**config.mk**
```make
export PLATFORM = sky130hd
export DESIGN_NAME = conflict_status_unit
export DESIGN_NICKNAME = d
export VERILOG_FILES = /design/src/rtl/cfs_pkg.sv /design/src/rtl/cfs_flag_array.sv /design/src/rtl/cfs_berr_track.sv /design/src/rtl/cfs_read_mux.sv /design/src/rtl/conflict_status_unit.sv
export SDC_FILE = /design/constraint.sdc
export NUM_CORES = 1
export LEC_CHECK = 0
export ABC_AREA = 1
export CAP_MARGIN = 15
export CORE_UTILIZATION = 41
export DETAILED_ROUTE_END_ITERATION = 8
export PLACE_DENSITY = 0.81
export SLEW_MARGIN = 20
export SYNTH_ARGS = -nofsm -noshare
export SYNTH_HDL_FRONTEND = slang
export SYNTH_SLANG_ARGS = --single-unit
```
**constraint.sdc**
```tcl
create_clock -name clk -period 1.2 [get_ports clk]
set_input_delay 0.18 -clock clk [delete_from_list [all_inputs] [get_ports clk]]
set_output_delay 0.18 -clock clk [all_outputs]
set_load 0.02 [all_outputs]
```
**src/rtl/cfs_pkg.sv**
```systemverilog
package cfs_pkg;

    localparam int DATA_W      = 32;
    localparam int ADDR_W      = 2;
    localparam int BERR_LO_POS = 30;
    localparam int BERR_HI_POS = 31;

    typedef enum logic [ADDR_W-1:0] {
        REG_ENABLE = 2'd0,
        REG_FLAG   = 2'd1
    } cfs_reg_e;

    typedef struct packed {
        logic en_we;
        logic fl_we;
    } cfs_wsel_t;

    typedef struct packed {
        logic hi;
        logic lo;
    } cfs_berr_t;

    function automatic cfs_wsel_t cfs_decode(input logic wr, input logic [ADDR_W-1:0] addr);
        cfs_wsel_t s;
        s.en_we = wr && (addr == REG_ENABLE);
        s.fl_we = wr && (addr == REG_FLAG);
        return s;
    endfunction

endpackage

```
**src/rtl/cfs_flag_array.sv**
```systemverilog
module cfs_flag_array #(
    parameter int NUM_OUT = 16
) (
    input  logic               clk,
    input  logic               rst,
    input  logic [NUM_OUT-1:0] set_vec,
    input  logic [NUM_OUT-1:0] clr_vec,
    output logic [NUM_OUT-1:0] flags
);

    for (genvar i = 0; i < NUM_OUT; i++) begin : g_cell
        always_ff @(posedge clk) begin
            if (rst)             flags[i] <= 1'b0;
            else if (set_vec[i]) flags[i] <= 1'b1;
            else if (clr_vec[i]) flags[i] <= 1'b0;
        end
    end

    assert_set_sticks_R3: assert property (@(posedge clk) disable iff (rst)
        (set_vec != '0) |=> ((flags & $past(set_vec)) == $past(set_vec)));

    assert_clear_R4: assert property (@(posedge clk) disable iff (rst)
        ((clr_vec & ~set_vec) != '0) |=> ((flags & $past(clr_vec & ~set_vec)) == '0));

    assert_untouched_hold_R4: assert property (@(posedge clk) disable iff (rst)
        1'b1 |=> (((flags ^ $past(flags)) & ~$past(set_vec | clr_vec)) == '0));

endmodule

```
**src/rtl/cfs_berr_track.sv**
```systemverilog
module cfs_berr_track
    import cfs_pkg::*;
(
    input  logic      clk,
    input  logic      rst,
    input  cfs_berr_t err_in,
    input  cfs_berr_t clr_in,
    output cfs_berr_t rec
);

    logic new_err;
    assign new_err = err_in.lo | err_in.hi;

    always_ff @(posedge clk) begin
        if (rst) begin
            rec <= '0;
        end else if (new_err) begin
            rec <= err_in;
        end else begin
            rec.lo <= rec.lo & ~clr_in.lo;
            rec.hi <= rec.hi & ~clr_in.hi;
        end
    end

    assert_latest_error_R6: assert property (@(posedge clk) disable iff (rst)
        (err_in.lo || err_in.hi) |=> (rec.lo == $past(err_in.lo) && rec.hi == $past(err_in.hi)));

    assert_both_halves_R7: assert property (@(posedge clk) disable iff (rst)
        (err_in.lo && err_in.hi) |=> (rec.lo && rec.hi));

    assert_clear_R8: assert property (@(posedge clk) disable iff (rst)
        (!err_in.lo && !err_in.hi && clr_in.lo) |=> !rec.lo);

endmodule

```
**src/rtl/cfs_read_mux.sv**
```systemverilog
module cfs_read_mux
    import cfs_pkg::*;
#(
    parameter int NUM_OUT = 16
) (
    input  logic [ADDR_W-1:0]  addr,
    input  logic [NUM_OUT-1:0] enable,
    input  logic [NUM_OUT-1:0] flags,
    input  cfs_berr_t          berr,
    output logic [DATA_W-1:0]  rdata
);

    always_comb begin
        rdata = '0;
        case (addr)
            REG_ENABLE: rdata[NUM_OUT-1:0] = enable;
            REG_FLAG: begin
                rdata[NUM_OUT-1:0]  = flags;
                rdata[BERR_LO_POS]  = berr.lo;
                rdata[BERR_HI_POS]  = berr.hi;
            end
            default: rdata = '0;
        endcase
    end

endmodule

```
**src/rtl/conflict_status_unit.sv**
```systemverilog
module conflict_status_unit
    import cfs_pkg::*;
#(
    parameter int NUM_OUT = 16
) (
    input  logic               clk,
    input  logic               rst,
    input  logic [NUM_OUT-1:0] conflict_evt,
    input  logic               err_lo_wr,
    input  logic               err_hi_wr,
    input  logic               reg_wr,
    input  logic [1:0]         reg_addr,
    input  logic [31:0]        reg_wdata,
    output logic [31:0]        reg_rdata,
    output logic               irq_req
);

    cfs_wsel_t          wsel;
    logic [NUM_OUT-1:0] enable_q;
    logic [NUM_OUT-1:0] flags;
    logic [NUM_OUT-1:0] flag_clr;
    cfs_berr_t          berr_in;
    cfs_berr_t          berr_clr;
    cfs_berr_t          berr_rec;
    logic               unused_wbits;

    assign wsel         = cfs_decode(reg_wr, reg_addr);
    assign flag_clr     = wsel.fl_we ? reg_wdata[NUM_OUT-1:0] : '0;
    assign berr_in.lo   = err_lo_wr;
    assign berr_in.hi   = err_hi_wr;
    assign berr_clr.lo  = wsel.fl_we & reg_wdata[BERR_LO_POS];
    assign berr_clr.hi  = wsel.fl_we & reg_wdata[BERR_HI_POS];
    assign unused_wbits = ^reg_wdata[BERR_LO_POS-1:NUM_OUT];

    always_ff @(posedge clk) begin
        if (rst)              enable_q <= '0;
        else if (wsel.en_we)  enable_q <= reg_wdata[NUM_OUT-1:0];
    end

    cfs_flag_array #(.NUM_OUT(NUM_OUT)) u_flags (
        .clk     (clk),
        .rst     (rst),
        .set_vec (conflict_evt),
        .clr_vec (flag_clr),
        .flags   (flags)
    );

    cfs_berr_track u_berr (
        .clk    (clk),
        .rst    (rst),
        .err_in (berr_in),
        .clr_in (berr_clr),
        .rec    (berr_rec)
    );

    cfs_read_mux #(.NUM_OUT(NUM_OUT)) u_rmux (
        .addr   (reg_addr),
        .enable (enable_q),
        .flags  (flags),
        .berr   (berr_rec),
        .rdata  (reg_rdata)
    );

    assign irq_req = |(enable_q & flags);

    assert_reset_state_R1: assert property (@(posedge clk)
        rst |=> (enable_q == '0 && flags == '0 && berr_rec == '0 && !irq_req));

    assert_enable_load_R2: assert property (@(posedge clk) disable iff (rst)
        (reg_wr && reg_addr == 2'd0) |=> (enable_q == $past(reg_wdata[NUM_OUT-1:0])));

    assert_irq_needs_flag_R5: assert property (@(posedge clk) disable iff (rst)
        (flags == '0) |-> !irq_req);

    assert_irq_needs_enable_R5: assert property (@(posedge clk) disable iff (rst)
        (enable_q == '0) |-> !irq_req);

    assert_set_wins_R9: assert property (@(posedge clk) disable iff (rst)
        (err_lo_wr && reg_wr && reg_addr == 2'd1 && reg_wdata[BERR_LO_POS]) |=> berr_rec.lo);

endmodule

```
==> key figures <==
Synthesis
  • Ys Warns: 0
  • Post-synth cell types: 19
  • Post-synthesis sequential area ratio: 37.4%
  • Yosys top cell by area: dfxtp_1
  • Synthesized area: 1820 sq um
  • Ranking of synthesized cells by area: dfxtp_1 (37%), nand2_1 (16%), nor2_1 (7.8%), nand4_1 (6.5%), buf_4 (5.8%)
  • Synth top area share: 37.4%
  • Synth Register Bits: 34
  • Mapped Cells: 279
  • Mean Syn Cell Area: 6.52 sq um

Clocking
  • CTS Buffer Depth: 2
  • Hold_buf cts: 0
  • Clk_lat worst skew: 290 ps
  • Total clock sinks: 34
  • Num CTS Buffers: 5
  • Htree depth: 2
  • Clk pin slew, worst setup/hold paths: 70 ps
  • CTS tree: done
  • CTS root buf: clkbuf_8

Floorplan
  • Core area: 4120 sq um
  • Total die area: 4700 sq um
  • Die W: 68.6 microns
  • Die H: 68.6 microns
  • I/O Pins: 88
  • Standard-cell rows: 23
  • Initial Util: 44.2%

Detailed routing
  • Final wirelength: 5860 microns
  • Routed len/inst: 13.5 microns
  • Vias: 2172
  • TritonRoute pass-1 iters: 5
  • # DRC: 0
  • Vias per cell: 4.99
  • DR iter-0 viols: 153
  • DRT antenna net count: 0

Setup path
  • Crit-path max FO: 2
  • CP required: 1020 ps
  • Critical path type: reg2out
  • Critical path endpoint category: output port
  • CP top delay family: simple AND/OR/NAND/NOR gates
  • Crit path cell chain: nand2_1, nand2_1, inv_1, nand2_1, nor2_1, nand2_1, buf_6
  • Most frequent CP cell: nand2_1
  • CP max stage cell: dfxtp_2
  • Count of buffer and inverter cells on the critical path: 2
  • Slowest Stage Delay on Critical Path: 340 ps
  • Crit path DAT: 1200 ps
  • Startpoint Class: flop

Timing
  • Final max-slew violation count: 0
  • Minimum clock period: 1380 ps
  • FMAX: 726 MHz
  • Skew final: 0 ps
  • Setup_tns: -195 ps
  • Final Setup Violations: 2
  • Fin. Hold Viols: 0
  • RSZ-0062 raised after global routing: true
  • Setup slack after layout: -178 ps
  • Final period util: 115%

Place
  • Placed Instance Area: 2680 sq um
  • Detailed Place HPWL: 3540 microns
  • Gpl congestion: 0.826
  • Placed Instances: 413
  • Number of port buffers: 59

Power and ir drop
  • Worst VDD drop: 469 uV
  • Power Dens Cells: 969 nW/um^2
  • Leakage power: 1.49 nW
  • Final Power: 2.95 mW

Min path
  • Type of the tightest min-delay check: in2reg

Final layout
  • ANT cells: 0
  • Layout Nets: 439
  • Final Instance Area: 3050 sq um
  • Share of layout cells above drive strength 1: 34.3%
  • Area Growth Syn to Fin: 67.6%
  • Fin cells: 435

Global routing
  • Largest net degree at the start of global routing: 19
  • First-pass GRT wire length: 8410 microns
  • Vias in the first global route: 1975
  • Grt total ovfl: 0
  • Aggregate global-route resource usage: 24.7%
  • Initial antenna violation count: 0

Run status
  • Failing checks: setup timing
  • Outcome: finished, violations left

Job
  • Max Cap Viol: 0
## synth_stat cells
cell,number
a21oi_1,18
nand2_4,1
nand3_1,16
conb_1,1
buf_2,9
buf_6,2
inv_2,1
nor2_8,1
nor2_1,38
clkinv_4,1
nand4_1,19
inv_1,26
clkinv_1,1
nand2_1,77
dfxtp_1,34
o21ai_1,10
o21ai_0,6
clkbuf_1,4
buf_4,14
## per-layer routing
| metal | track usage (%) | vias to the layer above | routed length [microns] |
|---|---|---|---|
| met5 | 0 | - | 0 |
| met4 | 14.1 | 0 | 138 |
| met3 | 3.62 | 14 | 262 |
| met2 | 44.6 | 82 | 3150 |
| met1 | 27.4 | 1004 | 2320 |
| li1 | - | 1072 | - |
## final cells by class
| class | instances | area [sq um] |
|---|---|---|
| Inverter | 29 | 121 |
| Sequential cell | 34 | 708 |
| Multi-Input combinational cell | 202 | 1010 |
| Clock buffer | 7 | 86.3 |
| Fill cell | 298 | 1070 |
| Tap cell | 50 | 62.6 |
| Timing Repair Buffer | 112 | 1060 |
| Clock inverter | 1 | 5.00 |
## cell usage in the layout (no fill, tap or decap), types with 6 or more instances in the layout
| master | instances |
|---|---|
| nand2_2 | 11 |
| inv_1 | 26 |
| o21ai_1 | 10 |
| nand4_1 | 19 |
| conb_1 | 14 |
| clkdlybuf4s50_1 | 37 |
| nand3_2 | 11 |
| o21ai_0 | 6 |
| buf_6 | 23 |
| nand2_1 | 65 |
| nor2_1 | 38 |
| a21oi_1 | 18 |
| dfxtp_2 | 22 |
| buf_4 | 46 |
| dfxtp_1 | 12 |
| clkbuf_8 | 6 |
## state kept, by name, summed over array words and instances (netlist names)
name / cells
enable_q: 16
u_flags.flags: 16
u_berr.rec: 2
## repair_timing
action                     CTS  global route
resized for setup          126            49
cloned                       2             0
setup endpoints to repair   35            33
pin swaps                   10            13
buffers inserted            13             1
## worst min-delay path: stages
cell and delay (ps):
clkdlybuf4s50_1 390, inv_1 50, a21oi_1 60
## final timing paths
kind | cells after the start | slack (ps) | start | endpoint
worst max-delay path | 7 | -180 | u_flags.flags[5] | irq_req
worst min-delay path | 3 | 420 | conflict_evt[5] | u_flags.flags[5]
worst max register to register | 3 | 460 | enable_q[4] | enable_q[4]
worst min register to register | 2 | 480 | u_flags.flags[2] | u_flags.flags[2]
## power breakdown
part | total [mW] | switching [mW] | internal (mW)
logic | 0.815 | 0.404 | 0.410
clock network | 0.885 | 0.422 | 0.463
registers | 1.25 | 0.0422 | 1.21
## metrics by stage
| step | worst slack (ps) | hold slack, ps | utilization [%] |
|---|---|---|---|
| 2_1_floorplan | 168 | 314 | - |
| 3_3_place_gp | -762 | 471 | 65.1 |
| 3_5_place_dp | -767 | 485 | 65.1 |
| 4_1_cts | -121 | 415 | 70.4 |
| 5_1_grt | -244 | 441 | 74.0 |
| 6_report | -178 | 425 | 74.0 |
## kinds of logic (layout without fill, tap and decap cells)
kind of cell    after synthesis  in the layout  share of synthesized area [%]
compound gates               34             34                           9.36
other cells                   1             14                          0.206
simple gates                152            154                           36.4
flops                        34             34                           37.4
buf+inv                      58            149                           16.6
No activity file was read; power rests on OpenSTA's default activity.
